### config.mk
export PLATFORM = sky130hd
export DESIGN_NAME = reload_event_timer
export DESIGN_NICKNAME = d
export VERILOG_FILES = /design/src/rtl/tmr_pkg.sv /design/src/rtl/tmr_prescaler.sv /design/src/rtl/tmr_pin_cond.sv /design/src/rtl/tmr_count_core.sv /design/src/rtl/reload_event_timer.sv
export SDC_FILE = /design/constraint.sdc
export NUM_CORES = 1
export LEC_CHECK = 0
export ABC_AREA = 1
export CORE_AREA = 10 10 118 67
export CTS_CLUSTER_DIAMETER = 200
export DETAILED_ROUTE_END_ITERATION = 12
export DIE_AREA = 0 0 128 77
export PLACE_DENSITY_LB_ADDON = 0.05
export RECOVER_POWER = 25
export SYNTH_ARGS = -nofsm -noshare
export SYNTH_HDL_FRONTEND = slang
export SYNTH_HIERARCHICAL = 1
export SYNTH_SLANG_ARGS = --single-unit
### constraint.sdc
create_clock -name clk -period 3.85 [get_ports clk]
set_input_delay 0.385 -clock clk [delete_from_list [all_inputs] [get_ports clk]]
set_output_delay 0.385 -clock clk [all_outputs]
set_load 0.01 [all_outputs]
### src/rtl/tmr_pkg.sv
package tmr_pkg;
    localparam int REG_W = 16;

    // control word field positions
    localparam int F_SRC   = 0;   // [1:0]
    localparam int F_MODE  = 2;   // [4:2]
    localparam int F_AUTO  = 5;
    localparam int F_PEN   = 6;
    localparam int F_INV   = 7;
    localparam int F_IEN   = 8;
    localparam int F_FLAG  = 9;
    localparam int F_EN    = 10;
    localparam int F_TRIG  = 11;

    localparam logic [1:0] SRC_EVENT = 2'd3;
    localparam logic [2:0] MODE_GATE_HI = 3'd4;
    localparam logic [2:0] MODE_GATE_LO = 3'd5;

    typedef enum logic [0:0] {
        ST_IDLE = 1'b0,
        ST_RUN  = 1'b1
    } run_state_t;
endpackage

### src/rtl/tmr_prescaler.sv
module tmr_prescaler #(
    parameter int SH0 = 1,
    parameter int SH1 = 3,
    parameter int SH2 = 5
) (
    input  logic       clk,
    input  logic       rst_n,
    input  logic       restart,
    input  logic [1:0] sel,
    output logic       tick
);
    localparam int MAXSH = (SH0 > SH1) ? ((SH0 > SH2) ? SH0 : SH2)
                                       : ((SH1 > SH2) ? SH1 : SH2);

    logic [MAXSH-1:0] div_q;
    logic [3:0]       tap;

    always_ff @(posedge clk or negedge rst_n) begin
        if (!rst_n)       div_q <= '0;
        else if (restart) div_q <= '0;
        else              div_q <= div_q + 1'b1;
    end

    for (genvar g = 0; g < 3; g++) begin : g_tap
        localparam int SH = (g == 0) ? SH0 : ((g == 1) ? SH1 : SH2);
        assign tap[g] = &div_q[SH-1:0];
    end
    assign tap[3] = 1'b0;

    assign tick = tap[sel];
endmodule

### src/rtl/tmr_pin_cond.sv
module tmr_pin_cond (
    input  logic clk,
    input  logic rst_n,
    input  logic pin_async,
    output logic level,
    output logic rise,
    output logic fall
);
    logic s1_q, s2_q, s3_q;

    always_ff @(posedge clk or negedge rst_n) begin
        if (!rst_n) begin
            s1_q <= 1'b0;
            s2_q <= 1'b0;
            s3_q <= 1'b0;
        end else begin
            s1_q <= pin_async;
            s2_q <= s1_q;
            s3_q <= s2_q;
        end
    end

    assign level = s2_q;
    assign rise  = s2_q & ~s3_q;
    assign fall  = ~s2_q & s3_q;
endmodule

### src/rtl/tmr_count_core.sv
module tmr_count_core
    import tmr_pkg::*;
(
    input  logic             clk,
    input  logic             rst_n,
    input  logic             start,
    input  logic             en,
    input  logic             step,
    input  logic             auto_rl,
    input  logic [REG_W-1:0] load_val,
    output logic [REG_W-1:0] count,
    output logic             running,
    output logic             uflow
);
    run_state_t       state_q, state_d;
    logic [REG_W-1:0] cnt_q;
    logic             live_step;

    assign live_step = (state_q == ST_RUN) && en && step && !start;
    assign uflow     = live_step && (cnt_q == '0);

    // state register
    always_ff @(posedge clk or negedge rst_n) begin
        if (!rst_n) state_q <= ST_IDLE;
        else        state_q <= state_d;
    end

    // next state
    always_comb begin
        state_d = state_q;
        unique case (state_q)
            ST_IDLE: if (start && en) state_d = ST_RUN;
            ST_RUN: begin
                if (!en)                    state_d = ST_IDLE;
                else if (start)             state_d = ST_RUN;
                else if (uflow && !auto_rl) state_d = ST_IDLE;
            end
            default: state_d = ST_IDLE;
        endcase
    end

    // counter datapath
    always_ff @(posedge clk or negedge rst_n) begin
        if (!rst_n)         cnt_q <= '0;
        else if (start && en) cnt_q <= load_val;
        else if (uflow)     cnt_q <= load_val;
        else if (live_step) cnt_q <= cnt_q - 1'b1;
    end

    assign count   = cnt_q;
    assign running = (state_q == ST_RUN);
endmodule

### src/rtl/reload_event_timer.sv
module reload_event_timer
    import tmr_pkg::*;
#(
    parameter int SH0 = 1,
    parameter int SH1 = 3,
    parameter int SH2 = 5
) (
    input  logic             clk,
    input  logic             rst_n,
    input  logic             bus_wr,
    input  logic             bus_addr,
    input  logic [REG_W-1:0] bus_wdata,
    output logic [REG_W-1:0] bus_rdata,
    input  logic             ext_in,
    output logic             tmr_out,
    output logic             irq
);
    logic [1:0]       src_q;
    logic [2:0]       mode_q;
    logic             auto_q, pen_q, inv_q, ien_q, en_q, flag_q, tog_q;
    logic [REG_W-1:0] rld_q, cnt_q, ctl_rd;
    logic             ctl_wr, rld_wr, en_eff, sw_start, ext_start, start;
    logic             tick, lvl, rise, fall, sel_edge, gate_ok, step;
    logic             run_act, uflow, raw_out;
    logic             unused_hi;

    assign unused_hi = ^bus_wdata[REG_W-1:F_TRIG+1];

    assign ctl_wr = bus_wr & ~bus_addr;
    assign rld_wr = bus_wr & bus_addr;

    // control and reload registers
    always_ff @(posedge clk or negedge rst_n) begin
        if (!rst_n) begin
            src_q  <= '0;
            mode_q <= '0;
            auto_q <= 1'b0;
            pen_q  <= 1'b0;
            inv_q  <= 1'b0;
            ien_q  <= 1'b0;
            en_q   <= 1'b0;
        end else if (ctl_wr) begin
            src_q  <= bus_wdata[F_SRC+:2];
            mode_q <= bus_wdata[F_MODE+:3];
            auto_q <= bus_wdata[F_AUTO];
            pen_q  <= bus_wdata[F_PEN];
            inv_q  <= bus_wdata[F_INV];
            ien_q  <= bus_wdata[F_IEN];
            en_q   <= bus_wdata[F_EN];
        end
    end

    always_ff @(posedge clk or negedge rst_n) begin
        if (!rst_n)      rld_q <= '0;
        else if (rld_wr) rld_q <= bus_wdata;
    end

    // sticky underflow flag: hardware set wins over a clearing write
    always_ff @(posedge clk or negedge rst_n) begin
        if (!rst_n)                          flag_q <= 1'b0;
        else if (uflow)                      flag_q <= 1'b1;
        else if (ctl_wr && !bus_wdata[F_FLAG]) flag_q <= 1'b0;
    end

    // input conditioning and clock sources
    tmr_pin_cond u_pin (
        .clk      (clk),
        .rst_n    (rst_n),
        .pin_async(ext_in),
        .level    (lvl),
        .rise     (rise),
        .fall     (fall)
    );

    tmr_prescaler #(.SH0(SH0), .SH1(SH1), .SH2(SH2)) u_pre (
        .clk    (clk),
        .rst_n  (rst_n),
        .restart(start),
        .sel    (src_q),
        .tick   (tick)
    );

    assign sel_edge  = ~mode_q[2] & ((mode_q[0] & rise) | (mode_q[1] & fall));
    assign gate_ok   = (mode_q == MODE_GATE_HI) ? lvl :
                       (mode_q == MODE_GATE_LO) ? ~lvl : 1'b1;
    assign step      = (src_q == SRC_EVENT) ? sel_edge : (tick & gate_ok);

    assign en_eff    = ctl_wr ? bus_wdata[F_EN] : en_q;
    assign sw_start  = ctl_wr & bus_wdata[F_TRIG] & bus_wdata[F_EN];
    assign ext_start = en_q & (src_q != SRC_EVENT) & sel_edge;
    assign start     = sw_start | ext_start;

    tmr_count_core u_core (
        .clk     (clk),
        .rst_n   (rst_n),
        .start   (start),
        .en      (en_eff),
        .step    (step),
        .auto_rl (auto_q),
        .load_val(rld_q),
        .count   (cnt_q),
        .running (run_act),
        .uflow   (uflow)
    );

    // output shaping
    always_ff @(posedge clk or negedge rst_n) begin
        if (!rst_n)     tog_q <= 1'b0;
        else if (start) tog_q <= 1'b0;
        else if (uflow) tog_q <= ~tog_q;
    end

    always_comb begin
        raw_out = auto_q ? tog_q : run_act;
        tmr_out = pen_q ? (raw_out ^ inv_q) : inv_q;
        irq     = flag_q & ien_q;
    end

    // read path
    always_comb begin
        ctl_rd            = '0;
        ctl_rd[F_SRC+:2]  = src_q;
        ctl_rd[F_MODE+:3] = mode_q;
        ctl_rd[F_AUTO]    = auto_q;
        ctl_rd[F_PEN]     = pen_q;
        ctl_rd[F_INV]     = inv_q;
        ctl_rd[F_IEN]     = ien_q;
        ctl_rd[F_FLAG]    = flag_q;
        ctl_rd[F_EN]      = en_q;
        bus_rdata         = bus_addr ? cnt_q : ctl_rd;
    end
endmodule

==> impl_results.rst <==
.. list-table::
   :header-rows: 1

   * - Metric
     - Value
   * - Result of the run
     - finished, violations left
   * - Violations in the final reports
     - capacitance limit, slew limit
   * - Final critical-path share of the clock period
     - between 60% and 70%
   * - Final-layout fill cell count
     - about 550
   * - Most Crowded Layer GR
     - met1
   * - Fraction of layout instances using a drive strength above 1
     - slightly below 7%
   * - H-tree Lvls
     - 2
   * - Number of warning messages in the yosys log
     - 6
   * - Worst setup path startpoint
     - u_pre/div_q[0]$_DFF_PN0_
   * - Seq cells post-synth
     - 53
   * - Synthesized netlist cell count
     - about 430
   * - Fraction of met2 tracks used by global routing
     - 20.7%
   * - Number of global-route vias before repair
     - about 2,600
   * - Pwr Density
     - about 630 nW/um^2
   * - Total global routing overflow
     - 0
   * - Worst setup path category
     - flip-flop to flip-flop
   * - Post-synthesis to final-layout area growth
     - 19.0%
   * - Die Span X
     - roughly 130 um
   * - RePlAce Congestion
     - roughly 0.9
   * - Final Instance Area
     - roughly 3600 um^2
   * - Count of standard-cell rows
     - 20
   * - Clock root buffer master
     - sky130_fd_sc_hd__clkbuf_16
   * - Total Nets Final
     - slightly below 500
   * - Met1 routing resource usage after global routing
     - a little over a quarter
   * - Pins Over Slew Limit
     - 32
   * - Highest clock frequency the design can meet
     - 376 MHz
   * - Half-perimeter wire length after detailed placement
     - about 6.2 mm
   * - Worst r2r src
     - u_pre/div_q[0]$_DFF_PN0_
   * - Number of nets in the synthesized netlist
     - ~450
   * - CTS sink cnt
     - 53
   * - Worst reg-to-reg setup slack
     - roughly 1.2 ns
   * - CP most frequent cell
     - sky130_fd_sc_hd__nand2_1
   * - Cts repair resizes
     - 0
   * - Largest buffer count on any clock path
     - 2
   * - Family with the most delay on the worst path
     - simple AND/OR/NAND/NOR gates
   * - Area of the die
     - about 10000 um^2
   * - Number of port buffers
     - 38
   * - Clock tree from TritonCTS
     - built
   * - Worst-path fanout max
     - 17
   * - Number of vias in the routed layout
     - between 2,000 and 3,000
   * - Data required time at the worst endpoint
     - just over 4 ns
   * - Total global-route track usage
     - between 10% and 20%
   * - Iteration-0 DRC Markers
     - around 240
   * - Final hold violations
     - 0
   * - Transition at the pin with the smallest max-transition slack
     - about 1.7 ns
   * - Maxcap violations
     - 1
   * - Worst-case vdd ir drop
     - ~280 uV
   * - Pin count of the biggest net entering global routing
     - 32
   * - DRC violations left
     - 0
   * - Combined area of all synthesized cells
     - 3060 um^2
   * - Multi-input combinational cell area
     - 1400 um^2
   * - Data arrival time of the critical path
     - slightly below 3 ns
   * - Setup tns final
     - 0 ns
   * - Final setup fails
     - 0
   * - Pre-CTS setup slack
     - approximately 1.0 ns
   * - Final Skew
     - roughly 0.005 ns
   * - Number of antenna violations at the first check in global routing
     - 0
   * - CP Launch Type
     - flip-flop
   * - Total setup buffers inserted after CTS
     - 0
   * - Count of inserted antenna diode cells
     - 0
   * - Total length of routed wires
     - about 8.1 mm
   * - Remaining antenna violation count
     - 0
   * - Initial core utilization
     - ~52%
   * - Number of vias per cell after detailed routing
     - just over 5
   * - Area of the core region
     - around 5900 um^2
   * - Leakage Power
     - about 2 nW
   * - Average routed wire per standard cell
     - roughly 15 um
   * - Height of the die
     - 77 um
   * - CP Capture Type
     - flip-flop
   * - Cell variety after synth
     - 30
   * - RSZ-0062 raised after global routing
     - no
   * - Top Ports
     - 39
   * - Syn Area/Cell
     - around 7.2 um^2
   * - Class of the most critical hold timing path
     - flip-flop to flip-flop
   * - Wire length of the first global-routing pass
     - around 13 mm
   * - Slowest cell on crit path
     - sky130_fd_sc_hd__dfrtp_1
   * - Post-placement cell area
     - approximately 3500 um^2
   * - Worst skew pair latency
     - a little under 0.3 ns
   * - Cells along the critical path
     - ha_1 > and3_1 > ha_1 > nand2_1 > nand2_1 > nand2_1 > nor2_1 > nand2_1 > o21bai_1 > nand2_1 > nand3_1 > nor2_1 > nand3_2 > nand2_4 > inv_2 > nand2_1 > nand3_1 > nand2_1
   * - Hold buffer count at cts
     - 0
   * - Biggest cell delay along the critical path
     - around 0.41 ns
   * - Min cycle time layout
     - 2.66 ns
   * - Final critical-path setup slack
     - between 1 and 1.5 ns
   * - Worst slew margin relative to its limit
     - -11.3%
   * - Clk pin slew, worst setup/hold paths
     - roughly 0.07 ns
   * - Launch instance of the worst min-delay path
     - u_pin/s1_q$_DFF_PN0_
   * - Number of buffer and inverter stages on the critical path
     - 1
   * - First drt pass iteration count
     - 5
   * - Met3 Use GR
     - 3.91%
   * - Share of synthesized area occupied by flip-flops and latches
     - between 40% and 50%
   * - Area taken by flip-flops and latches
     - ~1300 um^2
   * - Number of buffers added by the clock tree synthesis step
     - 5
==> flip-flops by register name, indices dropped and copies added (netlist names), 2 cells and up <==
register and cells:
mode_q 3, u_pre/div_q 5, rld_q 16, u_core/count 16, src_q 2
==> worst paths after layout <==
path	endpoint	depth (start not counted)
worst min-delay path	u_pin/level$_DFF_PN0_	0
worst max register to register	u_core/count[7]$_DFFE_PN0P_	18
worst max-delay path	u_core/count[7]$_DFFE_PN0P_	18
max in group asynchronous	rld_q[13]$_DFFE_PN0P_	2
worst min register to register	u_pin/level$_DFF_PN0_	0
min in group asynchronous	rld_q[2]$_DFFE_PN0P_	1
==> power breakdown <==
part | total [mW] | switching [mW] | internal [mW] | leakage, nW
clock network | 0.503 | 0.195 | 0.308 | 0.0810
registers | 0.871 | 0.177 | 0.694 | 0.664
logic | 0.915 | 0.540 | 0.375 | 1.20
==> cell families after synthesis <==
logic type	Yosys count	synth area share [%]
flops	53	43.3
buf+inv	82	11.1
mux	6	2.94
compound gates	37	6.33
xor+xnor	5	1.43
simple gates	237	32.8
fa+ha+maj	5	2.04
==> metrics by stage <==
| step | power [mW] | cells | hold WS [ns] | util [%] |
|---|---|---|---|---|
| after floorplan | 1.46 | 425 | 0.0894 | - |
| after detailed placement | 1.77 | 530 | 0.361 | 59.4 |
| after global routing | 2.47 | 538 | 0.373 | 62.2 |
| after CTS | 2.28 | 538 | 0.159 | 62.2 |
| after global placement | 1.75 | 530 | 0.347 | 59.4 |
| final | 2.29 | 538 | 0.369 | 62.2 |
==> cells in the mapped netlist <==
| library cell | n | area [um^2] |
|---|---|---|
| sky130_fd_sc_hd__nand4_1 | 6 | 37.5 |
| sky130_fd_sc_hd__inv_4 | 1 | 6.26 |
| sky130_fd_sc_hd__nor2_2 | 4 | 25.0 |
| sky130_fd_sc_hd__a21oi_1 | 1 | 5.00 |
| sky130_fd_sc_hd__nand3_2 | 2 | 20.0 |
| sky130_fd_sc_hd__buf_6 | 2 | 22.5 |
| sky130_fd_sc_hd__clkbuf_1 | 1 | 3.75 |
| sky130_fd_sc_hd__ha_1 | 5 | 62.6 |
| sky130_fd_sc_hd__nand3_1 | 35 | 175 |
| sky130_fd_sc_hd__buf_2 | 6 | 30.0 |
| sky130_fd_sc_hd__o21bai_1 | 3 | 22.5 |
| sky130_fd_sc_hd__nor2_1 | 33 | 124 |
| sky130_fd_sc_hd__inv_1 | 65 | 244 |
| sky130_fd_sc_hd__nor3_1 | 1 | 5.00 |
| sky130_fd_sc_hd__o21ai_1 | 20 | 100 |
| sky130_fd_sc_hd__mux2_4 | 6 | 90.1 |
| sky130_fd_sc_hd__nor2_4 | 1 | 11.3 |
| sky130_fd_sc_hd__nand2_4 | 2 | 22.5 |
| sky130_fd_sc_hd__o21ai_0 | 12 | 60.1 |
| sky130_fd_sc_hd__buf_1 | 2 | 7.51 |
| sky130_fd_sc_hd__buf_4 | 2 | 15.0 |
| sky130_fd_sc_hd__or2_1 | 1 | 6.26 |
| sky130_fd_sc_hd__inv_2 | 3 | 11.3 |
| sky130_fd_sc_hd__nand2_2 | 2 | 12.5 |
| sky130_fd_sc_hd__dfrtp_1 | 53 | 1330 |
| sky130_fd_sc_hd__xnor2_1 | 3 | 26.3 |
| sky130_fd_sc_hd__and3_1 | 1 | 6.26 |
| sky130_fd_sc_hd__o22ai_1 | 1 | 6.26 |
| sky130_fd_sc_hd__xor2_1 | 2 | 17.5 |
| sky130_fd_sc_hd__nand2_1 | 149 | 559 |
==> metal layers <==
metal / share of wire, % / routed length, um / vias to the layer above
li1: - / - / 1384
met1: 53 / 4260 / 1255
met2: 38 / 3090 / 116
met3: 8.6 / 698 / 6
met4: 0.63 / 51 / 0
met5: 0 / 0 / -
==> placed cells by master, fill, tap and decap left out, types with 4 or more instances in the layout <==
master,synthesis,routed
sky130_fd_sc_hd__clkbuf_16,0,5
sky130_fd_sc_hd__o21ai_1,20,20
sky130_fd_sc_hd__clkdlybuf4s50_1,0,36
sky130_fd_sc_hd__ha_1,5,5
sky130_fd_sc_hd__nand3_1,35,35
sky130_fd_sc_hd__mux2_4,6,6
sky130_fd_sc_hd__o21ai_0,12,12
sky130_fd_sc_hd__inv_1,65,65
sky130_fd_sc_hd__nand2_1,149,149
sky130_fd_sc_hd__dfrtp_1,53,53
sky130_fd_sc_hd__nor2_1,33,33
sky130_fd_sc_hd__nor2_2,4,4
sky130_fd_sc_hd__nand4_1,6,6
==> worst register-to-register path: stages (launching register included) <==
cell                       delay [ns]
sky130_fd_sc_hd__dfrtp_1         0.41
sky130_fd_sc_hd__ha_1            0.20
sky130_fd_sc_hd__and3_1          0.16
sky130_fd_sc_hd__ha_1            0.15
sky130_fd_sc_hd__nand2_1         0.05
sky130_fd_sc_hd__nand2_1         0.05
sky130_fd_sc_hd__nand2_1         0.05
sky130_fd_sc_hd__nor2_1          0.08
sky130_fd_sc_hd__nand2_1         0.07
sky130_fd_sc_hd__o21bai_1        0.15
sky130_fd_sc_hd__nand2_1         0.06
sky130_fd_sc_hd__nand3_1         0.13
sky130_fd_sc_hd__nor2_1          0.16
sky130_fd_sc_hd__nand3_2         0.27
sky130_fd_sc_hd__nand2_4         0.28
sky130_fd_sc_hd__inv_2           0.12
sky130_fd_sc_hd__nand2_1         0.09
sky130_fd_sc_hd__nand3_1         0.06
sky130_fd_sc_hd__nand2_1         0.06
==> area by class of cell <==
class	instances	share of cell area (%)
timing repair buffer	41	10.9
clock inverter	2	1.06
inverter	69	7.18
multi-input combinational	290	38.3
tap	77	2.64
clock buffer	6	3.54
sequential	53	36.4
Power figures use the tool's default switching activity.
